### config.mk
export PLATFORM = sky130hd
export DESIGN_NAME = branch_dir_predict
export DESIGN_NICKNAME = d
export VERILOG_FILES = /design/src/rtl/branch_dir_predict.sv
export SDC_FILE = /design/constraint.sdc
export NUM_CORES = 1
export LEC_CHECK = 0
export ABC_AREA = 1
export BUFFER_PORTS_ARGS = -buffer_cell sky130_fd_sc_hd__clkbuf_2
export CORE_UTILIZATION = 53
export CTS_CLUSTER_SIZE = 28
export DETAILED_ROUTE_END_ITERATION = 12
export PLACE_DENSITY = 0.89
export SYNTH_ARGS = -nofsm -noshare
export SYNTH_HDL_FRONTEND = slang
export SYNTH_SLANG_ARGS = --single-unit
export TNS_END_PERCENT = 1
### constraint.sdc
create_clock -name clk -period 5.7 [get_ports clk]
set_clock_uncertainty 0.15 [all_clocks]
set_input_delay 1.425 -clock clk [delete_from_list [all_inputs] [get_ports clk]]
set_output_delay 1.425 -clock clk [all_outputs]
set_load 0.01 [all_outputs]
### src/rtl/branch_dir_predict.sv
module branch_dir_predict #(
  parameter int AW = 32,
  parameter int DW = 16,
  parameter int CW = 16
) (
  input  logic          clk,
  input  logic          rst_n,
  input  logic          legacy_mode,
  input  logic          hint_flip,
  input  logic          br_valid,
  input  logic          br_uncond,
  input  logic          br_loop,
  input  logic [AW-1:0] br_pc,
  input  logic [DW-1:0] br_disp,
  input  logic [CW-1:0] loop_cnt,
  output logic          pred_valid,
  output logic          pred_taken,
  output logic [AW-1:0] pred_target,
  input  logic          res_valid,
  input  logic [AW-1:0] res_pc,
  input  logic          res_taken,
  input  logic [AW-1:0] res_target,
  input  logic          res_pred_taken,
  input  logic [AW-1:0] res_pred_target,
  output logic          flush,
  output logic [AW-1:0] redirect_pc
);
  localparam logic [AW-1:0] OP_BYTES = AW'(2);

  logic [AW-1:0] disp_ext, tgt_raw;
  logic          backward, hint, loop_exit, cond_taken;

  assign disp_ext  = {{(AW-DW){br_disp[DW-1]}}, br_disp};
  assign tgt_raw   = br_pc + OP_BYTES + disp_ext;
  assign backward  = br_disp[DW-1];
  assign hint      = br_disp[0] ^ hint_flip;
  assign loop_exit = (loop_cnt == '0);

  always_comb begin
    if (legacy_mode)  cond_taken = 1'b0;
    else if (br_loop) cond_taken = !loop_exit;
    else              cond_taken = backward ^ hint;
  end

  assign pred_valid  = br_valid;
  assign pred_taken  = br_uncond | cond_taken;
  assign pred_target = {tgt_raw[AW-1:1], 1'b0};

  logic dir_wrong, tgt_wrong, mispredict;
  assign dir_wrong  = res_taken != res_pred_taken;
  assign tgt_wrong  = res_taken && res_pred_taken && (res_target != res_pred_target);
  assign mispredict = res_valid && (dir_wrong || tgt_wrong);

  always_ff @(posedge clk or negedge rst_n) begin
    if (!rst_n) begin
      flush       <= 1'b0;
      redirect_pc <= '0;
    end else begin
      flush <= mispredict;
      if (mispredict) redirect_pc <= res_taken ? res_target : res_pc + OP_BYTES;
    end
  end
endmodule

### Word level (Yosys, flattened, before mapping)

Cells that the tools add are included.

* logic and storage cells: 19
* register bits: 33
* output and inout port bits: 67
* input bits: 170

* reductions and logical operators: 6
* mux-type cells: 3
* add/subtract/negate cells: 3
* equal/unequal tests: 2
* bitwise logic cells: 3

Operators with widths (number)
* 32-bit by 2-bit adder with 32-bit output (second input constant): 2
* 32-bit adder: 1
* 32-bit two-way mux: 1
* 32-bit != test: 1
* 16-bit zero test: 1
* 1-bit logical AND: 3
* 1-bit two-way mux: 2
* 1-bit XOR: 2
* 1-bit zero test: 1
* 1-bit logical OR: 1
* 1-bit != test: 1
* 1-bit OR: 1

### Longest topological paths before layout

* word-level depth: 5
* depth in mapped cells: 15

### Least setup slack after synthesis

OpenSTA, ideal clock, no wires.

* path type: input port to output port
* start: input port br_pc[1]
* end: output port pred_target[25]
* slack: 887 ps
* data arrival time: 3238 ps
* stages on the path: 13
* cells stage by stage: inv_1 ha_1 inv_1 ha_1 inv_1 fa_1 o21ai_2 a21oi_1 o21ai_0 nand3_1 nand2_1 nand2_1 nand2_1

* cells in the longest elaborated chain, start to end: 2

RTL lines
* start: declaration: line 13 `input logic [AW-1:0] br_pc,`
* 32-bit by 2-bit adder with 32-bit output: line 34 `assign tgt_raw = br_pc + OP_BYTES + disp_ext;`
* 32-bit adder: line 34
* end: declaration: line 18 `output logic [AW-1:0] pred_target,`

Every way passes these cells.

### Worst setup path in the final report

* start: input port br_disp[15]
* end: output port pred_target[29]

* cells in the longest elaborated chain, start to end: 1

RTL lines
* start: declaration: line 14 `input logic [DW-1:0] br_disp,`
* 32-bit adder: line 34

Every way passes these cells.

==> report_table.html <==
<table>
<tr><th>Metric</th><th>Value</th></tr>
<tr><th colspan="2">Power</th></tr>
<tr><td>Leakage dissipation</td><td>0.00367 uW</td></tr>
<tr><td>Power, Total</td><td>1140 uW</td></tr>
<tr><td>Power density over cell area</td><td>176 mW/mm2</td></tr>
<tr><td>Maximum ir drop on the vdd rail</td><td>0.000124 V</td></tr>
<tr><th colspan="2">Timing</th></tr>
<tr><td>Max Fclk</td><td>between 0.15 and 0.2 GHz</td></tr>
<tr><td>Final WS setup</td><td>around 0.36 ns</td></tr>
<tr><td>Pins over their slew limit</td><td>0</td></tr>
<tr><td>Post-Route Setup TNS</td><td>0 ns</td></tr>
<tr><td>Final worst-path cycle share</td><td>93.7%</td></tr>
<tr><td>Relative slew margins</td><td>between 40% and 50%</td></tr>
<tr><td>Actual slew at the worst max-slew pin</td><td>0.810 ns</td></tr>
<tr><td>Final Critical Period</td><td>5.34 ns</td></tr>
<tr><td>Setup Viol. Count Final</td><td>0</td></tr>
<tr><td>WHS</td><td>0.323 ns</td></tr>
<tr><td>Count of final hold-check violations</td><td>0</td></tr>
<tr><td>Unrepaired setup endpoints after global routing</td><td>false</td></tr>
<tr><th colspan="2">Logic synthesis</th></tr>
<tr><td>EDFF count, synth</td><td>0</td></tr>
<tr><td>Sequential cell area fraction in the yosys report</td><td>15.9%</td></tr>
<tr><td>Proportion of register bits with asynchronous set or reset after synthesis</td><td>100%</td></tr>
<tr><td>Area share of xor/xnor cells in the synthesized design</td><td>10.3%</td></tr>
<tr><td>Proportion of synthesized area in mux cells</td><td>0%</td></tr>
<tr><td>Yosys warnings</td><td>0</td></tr>
<tr><td>Synthesized area</td><td>0.00521 mm2</td></tr>
<tr><td>Synthesized-area fraction occupied by and/or/nand/nor cells</td><td>41.1%</td></tr>
<tr><td>Synth area leaders</td><td>sky130_fd_sc_hd__nand2_1, sky130_fd_sc_hd__dfrtp_1, sky130_fd_sc_hd__ha_1</td></tr>
<tr><td>Most common cell in the synthesized netlist</td><td>sky130_fd_sc_hd__nand2_1</td></tr>
<tr><td>Post-synthesis instance total</td><td>844</td></tr>
<tr><td>Arithmetic-cell share of the synthesized area counting full adders, half adders and majority gates</td><td>about 15%</td></tr>
<tr><td>Compound-gate portion of the synthesized area</td><td>approximately 10%</td></tr>
<tr><td>Cell type with the largest total area after synthesis</td><td>sky130_fd_sc_hd__nand2_1</td></tr>
<tr><td>Most used standard cells in the synthesized netlist</td><td>sky130_fd_sc_hd__nand2_1, sky130_fd_sc_hd__nor2_1, sky130_fd_sc_hd__ha_1, sky130_fd_sc_hd__inv_1, sky130_fd_sc_hd__nand3_1</td></tr>
<tr><td>Most used DFF post-synth</td><td>sky130_fd_sc_hd__dfrtp_1</td></tr>
<tr><td>Post-Synthesis Net Count</td><td>1077</td></tr>
<tr><td>Mapped Avg Cell Area</td><td>about 6.2 um2</td></tr>
<tr><td>Combinational family with the most area after synthesis</td><td>simple AND/OR/NAND/NOR gates</td></tr>
<tr><td>Register bit count reported by yosys</td><td>33</td></tr>
<tr><td>Area fraction of the dominant cell type after synthesis</td><td>22.6%</td></tr>
<tr><td>Distinct cell type count after synthesis</td><td>39</td></tr>
<tr><th colspan="2">Critical path</th></tr>
<tr><td>Master of the slowest instance on the critical path</td><td>sky130_fd_sc_hd__a21oi_1</td></tr>
<tr><td>Capturing element type of the critical path</td><td>output port</td></tr>
<tr><td>Reg-to-reg slack, setup</td><td>4.87 ns</td></tr>
<tr><td>Cell occurring most often along the worst timing path</td><td>sky130_fd_sc_hd__nand2_1</td></tr>
<tr><td>Reg2reg end</td><td>redirect_pc[22]$_DFFE_PN0P_</td></tr>
<tr><td>Class of the most critical setup path</td><td>in2out</td></tr>
<tr><td>Count of cells along the worst register-to-register path</td><td>2</td></tr>
<tr><td>Origin of the critical flop-to-flop path</td><td>redirect_pc[22]$_DFFE_PN0P_</td></tr>
<tr><td>Worst setup path endpoint</td><td>pred_target[29]</td></tr>
<tr><td>Crit path launch type</td><td>input pin</td></tr>
<tr><td>CP startpoint</td><td>br_disp[15]</td></tr>
<tr><td>CP required</td><td>about 4 ns</td></tr>
<tr><td>Peak per-stage delay on the critical path</td><td>about 0.37 ns</td></tr>
<tr><td>Crit-path max FO</td><td>18</td></tr>
<tr><td>Arrival time worst endpoint</td><td>between 3 and 4 ns</td></tr>
<tr><td>Ordered cell list for the critical path</td><td>clkbuf_2 &gt; ha_1 &gt; ha_1 &gt; a21oi_1 &gt; o21ai_0 &gt; a21oi_1 &gt; nor2_1 &gt; nor2_1 &gt; nand2_1 &gt; nand2_1 &gt; nand2_1 &gt; clkbuf_2</td></tr>
<tr><th colspan="2">Route</th></tr>
<tr><td>Total wire length after detailed routing</td><td>17000 um</td></tr>
<tr><td>Vias</td><td>around 6400</td></tr>
<tr><td>Iter 0 DRT Violations</td><td>390</td></tr>
<tr><td>Average wire length per cell after detail routing</td><td>14.2 um</td></tr>
<tr><td>Mean number of vias per cell</td><td>5.35</td></tr>
<tr><td>Post-detailed-route count of antenna-violating nets</td><td>0</td></tr>
<tr><td>Router iterations before antenna repair</td><td>5</td></tr>
<tr><td>Number of remaining DRC errors</td><td>0</td></tr>
<tr><th colspan="2">Floorplan</th></tr>
<tr><td>Starting density of the core</td><td>55.6%</td></tr>
<tr><td>Number of top-level pins</td><td>237</td></tr>
<tr><td>Area of the die</td><td>0.0102 mm2</td></tr>
<tr><td>Height of the die</td><td>101 um</td></tr>
<tr><td>Core box area</td><td>0.00937 mm2</td></tr>
<tr><td>Standard-cell rows</td><td>35</td></tr>
<tr><td>Horizontal extent of the die</td><td>101 um</td></tr>
<tr><th colspan="2">Finish</th></tr>
<tr><td>Filler cells</td><td>~910</td></tr>
<tr><td>Area occupied by multi-input gates</td><td>0.00401 mm2</td></tr>
<tr><td>Net total in the final layout</td><td>1298</td></tr>
<tr><td>Antenna cell count</td><td>0</td></tr>
<tr><td>Share of final-layout standard cells stronger than drive strength 1</td><td>about a quarter</td></tr>
<tr><td>Syn-to-layout area delta</td><td>24.5%</td></tr>
<tr><td>Combined flip-flop and latch cell area</td><td>826 um2</td></tr>
<tr><th colspan="2">GRT</th></tr>
<tr><td>Overall overflow remaining after global route</td><td>0</td></tr>
<tr><td>Via count of the first global-routing pass</td><td>5969</td></tr>
<tr><td>Global-route total usage across every layer</td><td>32.7%</td></tr>
<tr><td>Antenna violations before repair</td><td>0</td></tr>
<tr><td>Maximum number of pins on one net before global-route repair</td><td>43</td></tr>
<tr><td>First-pass GRT wire length</td><td>26600 um</td></tr>
<tr><th colspan="2">Clock network</th></tr>
<tr><td>Hold Buf Count CTS</td><td>0</td></tr>
<tr><td>Clock Pin Slew Worst Setup and Hold Paths</td><td>0.07 ns</td></tr>
<tr><td>Worst skew pair latency</td><td>approximately 0.29 ns</td></tr>
<tr><td>TritonCTS clock tree</td><td>done</td></tr>
<tr><td>Post-cts sizing count</td><td>0</td></tr>
<tr><td>Maximum buffer depth of the clock tree</td><td>2</td></tr>
<tr><td>H-tree depth</td><td>2</td></tr>
<tr><td>Count of clock tree sinks</td><td>33</td></tr>
<tr><td>Clock root buffer master</td><td>sky130_fd_sc_hd__clkbuf_8</td></tr>
<tr><td>Number of post-CTS setup repair buffers</td><td>0</td></tr>
<tr><td>Clock buffer count from CTS</td><td>5</td></tr>
<tr><th colspan="2">Hold path</th></tr>
<tr><td>Number of cells on the worst hold path</td><td>2</td></tr>
<tr><td>Hold Crit Class</td><td>reg2reg</td></tr>
<tr><th colspan="2">Place</th></tr>
<tr><td>Hpwl dp</td><td>roughly 15000 um</td></tr>
<tr><td>Placer's final routability congestion estimate</td><td>1.04</td></tr>
<tr><td>Port bufs</td><td>approximately 230</td></tr>
<tr><td>Worst slack at placement</td><td>0.422 ns</td></tr>
<tr><th colspan="2">Outcome</th></tr>
<tr><td>Result of the run</td><td>finished, final reports clean</td></tr>
<tr><th colspan="2">Run</th></tr>
<tr><td>Max Cap Violations</td><td>0</td></tr>
</table>
[cell families after synthesis]
group                      count (synthesis)
DFF                                       33
adders and majority gates                 63
xor gates and xnor gates                  61
buffers and inverters                     82
AOI/OAI and AO/OA                         99
other                                      1
and+or+nand+nor                          505
[sequential cells by signal, indices dropped and copies added (netlist names)]
register / cells
flush: 1
redirect_pc: 32
[worst min-delay path by stage]
stage                                           start                          end  slack, ns
after floorplan           redirect_pc[10]$_DFFE_PN0P_  redirect_pc[10]$_DFFE_PN0P_       0.36
after global placement     redirect_pc[4]$_DFFE_PN0P_   redirect_pc[4]$_DFFE_PN0P_       0.30
after detailed placement  redirect_pc[12]$_DFFE_PN0P_  redirect_pc[12]$_DFFE_PN0P_       0.31
after CTS                 redirect_pc[12]$_DFFE_PN0P_  redirect_pc[12]$_DFFE_PN0P_       0.33
after global routing       redirect_pc[0]$_DFFE_PN0P_   redirect_pc[0]$_DFFE_PN0P_       0.34
final                     redirect_pc[24]$_DFFE_PN0P_  redirect_pc[24]$_DFFE_PN0P_       0.32
[power by group]
group,internal (uW),switching [uW],leakage [uW]
clock network,84.2,90.8,0.0000439
logic,261,407,0.00321
registers,274,24.6,0.000412
total,619,522,0.00367
[area by class of cell]
| cell class | instances | share of cell area [%] |
|---|---|---|
| multi-input combinational | 729 | 61.8 |
| tap | 129 | 2.49 |
| timing repair buffer | 233 | 18.0 |
| clock buffer | 5 | 1.06 |
| clock inverter | 3 | 0.270 |
| inverter | 63 | 3.67 |
| sequential | 33 | 12.7 |
[per-layer routing]
metal	track usage (%)	vias up	wire length [um]
met4	13.4	0	573
met1	38.9	2833	6730
met3	3.33	47	1300
met5	0	-	0
li1	-	3186	-
met2	60.0	332	8400
[through the flow]
step           instances  cell area (um2)  utilization, %
2_1_floorplan        844             5210               -
3_3_place_gp        1187             6400            68.3
3_5_place_dp        1187             6400            68.3
4_1_cts             1195             6480            69.2
5_1_grt             1195             6480            69.2
6_report            1195             6480            69.2
[layout by cell type (no fill, tap or decap), drive strengths merged]
master	instances
xnor2	38
nand2	320
nand3b	6
a21oi	44
clkinvlp	1
inv	62
ha	62
nor2	94
a21o	2
o31ai	1
nor4	6
o21ai	40
conb	1
dfrtp	33
a31oi	4
xor2	23
nand3	59
o21bai	7
or2	1
nand4	9
nor3	9
fa	1
and3	1
clkinv	3
clkbuf	238
o21a	1
[worst max-delay path: cells and delay by family]
family	cells	cell delay, ns
adders and majority gates	2	0.68
buffers and inverters	2	0.48
AOI/OAI and AO/OA	3	0.78
and+or+nand+nor	5	0.39
Note: power is estimated with default switching activity, not from simulation.
